--- src/rtl/spim_pkg.sv ---
package spim_pkg;
   typedef enum logic [1:0] {
      ST_IDLE  = 2'd0,
      ST_LEAD  = 2'd1,
      ST_SHIFT = 2'd2,
      ST_GAP   = 2'd3
   } spim_state_e;
endpackage

--- src/rtl/spim_sync.sv ---
module spim_sync #(
   parameter int STAGES = 2
) (
   input  logic clk,
   input  logic rst_n,
   input  logic d,
   output logic q
);
   logic [STAGES-1:0] r;

   generate
      if (STAGES < 2) begin : g_bad_stages
         $error("spim_sync: STAGES must be at least 2");
      end
      for (genvar i = 0; i < STAGES; i++) begin : g_stage
         if (i == 0) begin : g_first
            always_ff @(posedge clk or negedge rst_n) begin
               if (!rst_n) r[0] <= 1'b0;
               else        r[0] <= d;
            end
         end else begin : g_next
            always_ff @(posedge clk or negedge rst_n) begin
               if (!rst_n) r[i] <= 1'b0;
               else        r[i] <= r[i-1];
            end
         end
      end
   endgenerate

   assign q = r[STAGES-1];
endmodule

--- src/rtl/spim_fifo.sv ---
module spim_fifo #(
   parameter int DW    = 8,
   parameter int DEPTH = 8,
   localparam int AW   = (DEPTH > 1) ? $clog2(DEPTH) : 1,
   localparam int LW   = $clog2(DEPTH + 1)
) (
   input  logic          clk,
   input  logic          rst_n,
   input  logic          push,
   input  logic [DW-1:0] wdata,
   input  logic          pop,
   output logic [DW-1:0] rdata,
   output logic          full,
   output logic          empty,
   output logic [LW-1:0] level
);
   logic [DW-1:0] mem [DEPTH];
   logic [AW-1:0] wr_ptr, rd_ptr, wr_nxt, rd_nxt;
   logic          do_push, do_pop;

   assign full    = (level == LW'(DEPTH));
   assign empty   = (level == '0);
   assign do_push = push && !full;
   assign do_pop  = pop && !empty;
   assign rdata   = mem[rd_ptr];

   generate
      if ((DEPTH & (DEPTH - 1)) == 0) begin : g_wrap_pow2
         assign wr_nxt = wr_ptr + 1'b1;
         assign rd_nxt = rd_ptr + 1'b1;
      end else begin : g_wrap_cmp
         assign wr_nxt = (wr_ptr == AW'(DEPTH - 1)) ? '0 : wr_ptr + 1'b1;
         assign rd_nxt = (rd_ptr == AW'(DEPTH - 1)) ? '0 : rd_ptr + 1'b1;
      end
   endgenerate

   always_ff @(posedge clk) begin
      if (do_push) mem[wr_ptr] <= wdata;
   end

   always_ff @(posedge clk or negedge rst_n) begin
      if (!rst_n) begin
         wr_ptr <= '0;
         rd_ptr <= '0;
         level  <= '0;
      end else begin
         if (do_push) wr_ptr <= wr_nxt;
         if (do_pop)  rd_ptr <= rd_nxt;
         case ({do_push, do_pop})
            2'b10:   level <= level + 1'b1;
            2'b01:   level <= level - 1'b1;
            default: level <= level;
         endcase
      end
   end

   AST_FIFO_FULL_HOLD: assert property (@(posedge clk) disable iff (!rst_n)
      (full && push && !pop) |=> (level == $past(level)));
   AST_FIFO_LEVEL_BOUND: assert property (@(posedge clk) disable iff (!rst_n)
      level <= LW'(DEPTH));
endmodule

--- src/rtl/spim_engine.sv ---
module spim_engine
   import spim_pkg::*;
#(
   parameter int DW    = 8,
   parameter int DIV_W = 6,
   parameter int GAP_W = 8
) (
   input  logic             clk,
   input  logic             rst_n,
   input  logic             cfg_en,
   input  logic             cfg_cpol,
   input  logic             cfg_cpha,
   input  logic             cfg_lsb_first,
   input  logic             cfg_loopback,
   input  logic             cfg_cont,
   input  logic             cfg_flow_en,
   input  logic [DIV_W-1:0] cfg_div,
   input  logic [GAP_W-1:0] cfg_gap,
   input  logic             rdy_s,
   input  logic             miso,
   input  logic             tx_empty,
   input  logic [DW-1:0]    tx_rdata,
   output logic             tx_pop,
   input  logic             rx_full,
   output logic             rx_push,
   output logic [DW-1:0]    rx_wdata,
   output logic             sclk,
   output logic             mosi,
   output logic             cs_n
);
   localparam int EDGES = 2 * DW;
   localparam int EC_W  = $clog2(EDGES + 1);

   spim_state_e      st;
   logic [DIV_W-1:0] hcnt;
   logic [EC_W-1:0]  ecnt, ek;
   logic [GAP_W-1:0] gcnt;
   logic [DW-1:0]    tx_sr, rx_sr, rx_ins;
   logic             sclk_q, mosi_q, cs_q;
   logic             tick, go_ok, start, last, more, load, do_edge;
   logic             smp, drv, sin;

   function automatic logic head(input logic [DW-1:0] x, input logic lsb);
      return lsb ? x[0] : x[DW-1];
   endfunction

   function automatic logic [DW-1:0] adv(input logic [DW-1:0] x, input logic lsb);
      return lsb ? (x >> 1) : (x << 1);
   endfunction

   always_comb begin
      tick    = (hcnt == cfg_div);
      go_ok   = !cfg_flow_en || rdy_s;
      start   = (st == ST_IDLE) && cfg_en && !tx_empty;
      last    = (st == ST_SHIFT) && tick && (ecnt == EC_W'(EDGES));
      more    = last && cfg_cont && cfg_en && !tx_empty;
      load    = start || more;
      do_edge = ((st == ST_LEAD) && tick && go_ok) ||
                ((st == ST_SHIFT) && tick && (ecnt != EC_W'(EDGES)));
      ek      = (st == ST_LEAD) ? '0 : ecnt;
      smp     = (ek[0] == cfg_cpha);
      drv     = !smp && !(!cfg_cpha && (ek == EC_W'(EDGES - 1)));
      sin     = cfg_loopback ? mosi_q : miso;
      rx_ins  = cfg_lsb_first ? {sin, rx_sr[DW-1:1]} : {rx_sr[DW-2:0], sin};
   end

   always_ff @(posedge clk or negedge rst_n) begin
      if (!rst_n) begin
         st     <= ST_IDLE;
         hcnt   <= '0;
         ecnt   <= '0;
         gcnt   <= '0;
         tx_sr  <= '0;
         rx_sr  <= '0;
         sclk_q <= 1'b0;
         mosi_q <= 1'b0;
         cs_q   <= 1'b1;
      end else if (load) begin
         st     <= ST_LEAD;
         hcnt   <= '0;
         ecnt   <= '0;
         cs_q   <= 1'b0;
         sclk_q <= cfg_cpol;
         if (cfg_cpha) begin
            tx_sr <= tx_rdata;
         end else begin
            tx_sr  <= adv(tx_rdata, cfg_lsb_first);
            mosi_q <= head(tx_rdata, cfg_lsb_first);
         end
      end else if (do_edge) begin
         st     <= ST_SHIFT;
         sclk_q <= ~sclk_q;
         ecnt   <= ek + 1'b1;
         hcnt   <= '0;
         if (smp) rx_sr <= rx_ins;
         if (drv) begin
            mosi_q <= head(tx_sr, cfg_lsb_first);
            tx_sr  <= adv(tx_sr, cfg_lsb_first);
         end
      end else begin
         case (st)
            ST_IDLE: begin
               sclk_q <= cfg_cpol;
               cs_q   <= 1'b1;
            end
            ST_LEAD: begin
               if (!tick) hcnt <= hcnt + 1'b1;
            end
            ST_SHIFT: begin
               if (last) begin
                  cs_q <= 1'b1;
                  hcnt <= '0;
                  if (cfg_gap == '0) begin
                     st <= ST_IDLE;
                  end else begin
                     st   <= ST_GAP;
                     gcnt <= cfg_gap - 1'b1;
                  end
               end else if (!tick) begin
                  hcnt <= hcnt + 1'b1;
               end
            end
            default: begin
               sclk_q <= cfg_cpol;
               if (gcnt == '0) st <= ST_IDLE;
               else            gcnt <= gcnt - 1'b1;
            end
         endcase
      end
   end

   assign tx_pop   = load;
   assign rx_push  = last && !rx_full;
   assign rx_wdata = rx_sr;
   assign sclk     = sclk_q;
   assign mosi     = mosi_q;
   assign cs_n     = cs_q;

   AST_READY_STALL: assert property (@(posedge clk) disable iff (!rst_n)
      (st == ST_LEAD && cfg_flow_en && !rdy_s) |=> (sclk_q == $past(sclk_q)));
   AST_IDLE_POLARITY: assert property (@(posedge clk) disable iff (!rst_n)
      (st == ST_IDLE) |=> (sclk_q == $past(cfg_cpol)));
   AST_HALF_PERIOD: assert property (@(posedge clk) disable iff (!rst_n)
      (!cs_q && (sclk_q != $past(sclk_q)) && (cfg_div != '0) && $stable(cfg_div))
      |=> $stable(sclk_q));
   AST_CS_WHOLE_BYTE: assert property (@(posedge clk) disable iff (!rst_n)
      $rose(cs_q) |-> (ecnt == EC_W'(EDGES)));
endmodule

--- src/rtl/spim_core.sv ---
module spim_core #(
   parameter int DW          = 8,
   parameter int DEPTH       = 8,
   parameter int DIV_W       = 6,
   parameter int GAP_W       = 8,
   parameter int SYNC_STAGES = 2,
   localparam int LW         = $clog2(DEPTH + 1),
   localparam int CNT_W      = (DEPTH > 1) ? $clog2(DEPTH) : 1
) (
   input  logic             clk,
   input  logic             rst_n,
   input  logic             cfg_en,
   input  logic             cfg_cpol,
   input  logic             cfg_cpha,
   input  logic             cfg_lsb_first,
   input  logic             cfg_loopback,
   input  logic             cfg_cont,
   input  logic             cfg_flow_en,
   input  logic [DIV_W-1:0] cfg_div,
   input  logic [GAP_W-1:0] cfg_gap,
   input  logic [CNT_W-1:0] cfg_irq_cnt,
   input  logic             tx_push,
   input  logic [DW-1:0]    tx_wdata,
   output logic             tx_full,
   output logic [LW-1:0]    tx_level,
   input  logic             rx_pop,
   output logic [DW-1:0]    rx_rdata,
   output logic             rx_empty,
   output logic [LW-1:0]    rx_level,
   output logic             irq,
   output logic             sclk,
   output logic             mosi,
   input  logic             miso,
   output logic             cs_n,
   input  logic             rdy
);
   generate
      if (DW < 2) begin : g_bad_dw
         $error("spim_core: DW must be at least 2");
      end
      if (DEPTH < 2) begin : g_bad_depth
         $error("spim_core: DEPTH must be at least 2");
      end
   endgenerate

   logic          rdy_s, tx_empty, tx_pop, rx_full, rx_push;
   logic [DW-1:0] tx_rdata, rx_wdata;

   spim_sync #(.STAGES(SYNC_STAGES)) u_rdy_sync (
      .clk(clk), .rst_n(rst_n), .d(rdy), .q(rdy_s)
   );

   spim_fifo #(.DW(DW), .DEPTH(DEPTH)) u_txq (
      .clk(clk), .rst_n(rst_n), .push(tx_push), .wdata(tx_wdata),
      .pop(tx_pop), .rdata(tx_rdata), .full(tx_full), .empty(tx_empty),
      .level(tx_level)
   );

   spim_fifo #(.DW(DW), .DEPTH(DEPTH)) u_rxq (
      .clk(clk), .rst_n(rst_n), .push(rx_push), .wdata(rx_wdata),
      .pop(rx_pop), .rdata(rx_rdata), .full(rx_full), .empty(rx_empty),
      .level(rx_level)
   );

   spim_engine #(.DW(DW), .DIV_W(DIV_W), .GAP_W(GAP_W)) u_eng (
      .clk(clk), .rst_n(rst_n),
      .cfg_en(cfg_en), .cfg_cpol(cfg_cpol), .cfg_cpha(cfg_cpha),
      .cfg_lsb_first(cfg_lsb_first), .cfg_loopback(cfg_loopback),
      .cfg_cont(cfg_cont), .cfg_flow_en(cfg_flow_en),
      .cfg_div(cfg_div), .cfg_gap(cfg_gap),
      .rdy_s(rdy_s), .miso(miso),
      .tx_empty(tx_empty), .tx_rdata(tx_rdata), .tx_pop(tx_pop),
      .rx_full(rx_full), .rx_push(rx_push), .rx_wdata(rx_wdata),
      .sclk(sclk), .mosi(mosi), .cs_n(cs_n)
   );

   assign irq = (rx_level >= (LW'(cfg_irq_cnt) + LW'(1)));

   AST_IRQ_NEEDS_DATA: assert property (@(posedge clk) disable iff (!rst_n)
      irq |-> !rx_empty);
   AST_TX_POP_NONEMPTY: assert property (@(posedge clk) disable iff (!rst_n)
      tx_pop |=> (tx_level <= $past(tx_level)));
endmodule

--- config.mk ---
export PLATFORM = sky130hd
export DESIGN_NAME = spim_core
export DESIGN_NICKNAME = d
export VERILOG_FILES = /design/src/rtl/spim_pkg.sv /design/src/rtl/spim_sync.sv /design/src/rtl/spim_fifo.sv /design/src/rtl/spim_engine.sv /design/src/rtl/spim_core.sv
export SDC_FILE = /design/constraint.sdc
export NUM_CORES = 1
export LEC_CHECK = 0
export BUFFER_PORTS_ARGS = -buffer_cell sky130_fd_sc_hd__buf_2
export CORE_ASPECT_RATIO = 0.75
export CORE_MARGIN = 4
export CORE_UTILIZATION = 55
export DETAILED_ROUTE_END_ITERATION = 10
export GPL_ROUTABILITY_DRIVEN = 1
export PLACE_DENSITY = 0.85
export SYNTH_ARGS = -nofsm -noshare
export SYNTH_HDL_FRONTEND = slang
export SYNTH_SLANG_ARGS = --single-unit
--- constraint.sdc ---
create_clock -name clk -period 6.5 [get_ports clk]
set_clock_uncertainty 0.2 [all_clocks]
set_input_delay 1.3 -clock clk [delete_from_list [all_inputs] [get_ports clk]]
set_output_delay 1.3 -clock clk [all_outputs]
set_load 0.02 [all_outputs]
==> run_results.csv <==
group,metric,value,unit
outcome,status,"complete, no violations",
detailed_routing,wirelength,17520,um
sta,drv_slew,0,
sta,finalCritPeriodShare,0.6600,
sta,slew_headroom,0.1866,
finish,syn_to_final_growth,11.81,%
sta,max_freq,233.1,MHz
finish,regArea,5396,um2
clocking,h-tree-depth,4,
synthesis,syn_area,8914,um2
synthesis,ys_ff_latch,190,
finish,antenna_cells,0,
sta,worstMarginPinSlew,1.211,ns
global_routing,grt_pass1_wl,28600,um
run,cap_viol_max_count,0,
place,io_buffers,59,
detailed_routing,wl_per_cell,19.34,um
finish,multi_input_area,3304,um2
detailed_routing,post-route-drc-count,0,
finish,fillers,1115,
critical_path,cp_data_arrival_time,4.40,ns
clocking,cts_resized,0,
sta,hold_ws,0.2157,ns
finish,final_core_util,0.6242,
critical_path,crit_path_start_kind,"register",
detailed_routing,drtPass1Iterations,6,
detailed_routing,ant_nets,0,
global_routing,grt_max_degree,63,
global_routing,track_usage,0.1985,
finish,drive_gt1_frac,0.2486,
critical_path,startpoint,"u_eng.st[0]",
synthesis,syn_inst,630,
sta,setup_viol,0,
global_routing,overflow,0,
global_routing,grt_pass1_vias,5456,
synthesis,synth_cell_types,62,
sta,rsz0062_at_grt,"false",
place,routabilityCongestion,0.8706,
clocking,cts_setup_buffers,0,
detailed_routing,drt_iter0_drc,401,
die,rows,40,
die,pin_count,60,
detailed_routing,num_vias,5369,
clocking,tritoncts,"yes",
finish,final_nets,744,
clocking,clk_pin_slew,0.08,ns
clocking,cts_buffers,17,
die,coreArea,15970,um2
detailed_routing,viasPerCell,5.926,
clocking,cts_sinks,190,
clocking,ctsLongestPathBuffers,2,
hold_path,hp-class,"register to register",
critical_path,end_kind,"register",
place,hpwl,11840,um
hold_path,min_from,"u_rdy_sync.r[0]",
die,die_h,118.3,um
sta,finalHoldViolations,0,
clocking,root_buffer,"clkbuf_16",
synthesis,async_reset_ff_frac,0.3263,
die,die_area,18330,um2
critical_path,path_class,"register to register",
sta,finalCriticalPeriod,4.290,ns
pwr,power_leakage,3.780,nW
critical_path,critPathMaxFanout,27,
pwr,ir_drop,0.2039,mV
clocking,clk_latency,0.44,ns
place,pre_cts_ws,1.883,ns
global_routing,antenna_found_initial,0,
synthesis,synth-warning-count,0,
synthesis,yosysSeqAreaShare,0.6054,
synthesis,synth-main-ff-cell,"edfxtp_1",
pwr,powerDensity,408.0,nW/um2
place,dp_cells,874,
sta,final.setup.tns,0,ns
synthesis,syn-num-nets,691,
sta,finalWorstSetupSlack,2.210,ns
critical_path,r2r-start,"u_eng.st[0]",
die,start_util,0.5583,
clocking,cts_hold_buf,0,
synthesis,synth_area_per_cell,14.15,um2
die,fp.dieW,155,um
finish,stdcell_count,906,
synthesis,synth_edf_count,128,
critical_path,required,6.61,ns
## path summary, 6_finish.rpt
check / slack (ns) / to / cells past startpoint
min: 0.22 / u_rdy_sync.q / 0
max: 2.21 / u_txq.level[2] / 14
max in group asynchronous: 4.75 / u_eng.tx_sr[6] / 2
max reg2reg: 2.21 / u_txq.level[2] / 14
min in group asynchronous: 0.83 / u_eng.gcnt[7] / 2
min reg2reg: 0.22 / u_rdy_sync.q / 0
## layer usage
metal,share of wire,track usage
met1,0.43,0.2629
met4,0.021,0.07391
met3,0.048,0.04612
met5,0,0
met2,0.50,0.3219
## cells in the mapped netlist, types with 2 or more instances
| cell | instances | area share |
|---|---|---|
| inv_1 | 20 | 0.0084 |
| a21o_1 | 3 | 0.0025 |
| a22oi_1 | 4 | 0.0034 |
| a211oi_1 | 3 | 0.0025 |
| mux2i_1 | 23 | 0.026 |
| nand2_1 | 36 | 0.015 |
| nor2_1 | 38 | 0.016 |
| nand2b_1 | 10 | 0.0070 |
| ha_1 | 22 | 0.031 |
| clkbuf_1 | 14 | 0.0059 |
| nand3b_1 | 2 | 0.0017 |
| o31ai_1 | 2 | 0.0017 |
| and2_1 | 3 | 0.0021 |
| mux2_2 | 35 | 0.044 |
| xor2_1 | 15 | 0.015 |
| nor3b_1 | 2 | 0.0017 |
| edfxtp_1 | 128 | 0.43 |
| o21ai_1 | 7 | 0.0039 |
| o21ai_0 | 24 | 0.013 |
| buf_2 | 8 | 0.0045 |
| mux4_2 | 32 | 0.081 |
| nor4_1 | 4 | 0.0028 |
| a31oi_1 | 6 | 0.0042 |
| a41oi_1 | 2 | 0.0020 |
| nor3_1 | 10 | 0.0056 |
| or3_1 | 6 | 0.0042 |
| o211a_1 | 2 | 0.0022 |
| a22o_1 | 4 | 0.0039 |
| buf_6 | 2 | 0.0025 |
| xnor2_1 | 15 | 0.015 |
| dfrtp_1 | 61 | 0.17 |
| a21oi_1 | 27 | 0.015 |
| or3b_2 | 3 | 0.0029 |
| nand4_1 | 2 | 0.0014 |
| o211ai_1 | 6 | 0.0051 |
| nor2b_1 | 7 | 0.0049 |
| nand3_1 | 14 | 0.0079 |
| buf_1 | 4 | 0.0017 |
## cell families after synthesis
logic type	count (synthesis)	share of synthesized area
xor gates and xnor gates	30	0.02948
AOI/OAI and AO/OA	97	0.06766
buffers and inverters	50	0.02386
and+or+nand+nor	149	0.08829
adders and majority gates	23	0.03313
DFF	190	0.6054
muxes	91	0.1522
## critical path, stage by stage, from the launching register on
cell and delay, ns:
dfrtp_1 0.41, inv_1 0.10, ha_1 0.74, nor3b_1 0.41, and2_1 0.25, nand4_1 0.11
a21o_1 0.38, inv_2 0.38, ha_1 0.34, xor2_1 0.11, ha_1 0.20, a21oi_1 0.15
xor2_1 0.18, nor2_1 0.07, xor2_1 0.14
## cell type report
type | instances | share of cell area
flip-flops and latches | 190 | 0.5415
multi-input cells | 390 | 0.3316
clock buffers | 17 | 0.04269
repair buffers | 62 | 0.03189
well taps | 210 | 0.02637
clock inverters | 15 | 0.01770
inverters | 22 | 0.008286
## power by group
part           internal, W  total, W  switching (W)
clock             0.000525   0.00105       0.000523
sequential         0.00150   0.00181       0.000308
combinational     0.000587   0.00121       0.000622
## stage by stage
step	power, W	cell area [um2]
6_report	0.004066	9966
5_1_grt	0.004312	9966
4_1_cts	0.004087	9966
3_5_place_dp	0.003041	9364
3_3_place_gp	0.002955	9364
2_1_floorplan	0.002695	8914
## cell usage in the layout (no fill, tap or decap), types with 5 or more instances in the layout
cell         n
inv_8        6
dfrtp_1     61
o211ai_1     6
nor2_1      38
mux2i_1     23
nand2_1     36
a31oi_1      6
or3_1        6
xnor2_1     15
mux4_2      32
inv_6        5
ha_1        22
edfxtp_1   128
xor2_1      15
o21ai_1      7
nor2b_1      7
a21oi_1     27
o21ai_0     24
nor3_1      10
nand2b_1    10
nand3_1     14
inv_1       20
clkbuf_16   17
buf_2       59
mux2_2      35
## sequential cells by signal, summed over array words and instances, names as in the netlist, 2 cells and up
name            flops
u_rxq.mem          64
u_eng.ecnt          5
u_eng.gcnt          8
u_rxq.wr_ptr        3
u_rxq.rd_ptr        3
u_rxq.level         4
u_txq.wr_ptr        3
u_txq.level         4
u_eng.hcnt          6
u_eng.tx_sr         8
u_eng.rx_wdata      8
u_txq.rd_ptr        3
u_eng.st            2
u_txq.mem          64
Power figures use the tool's default switching activity.
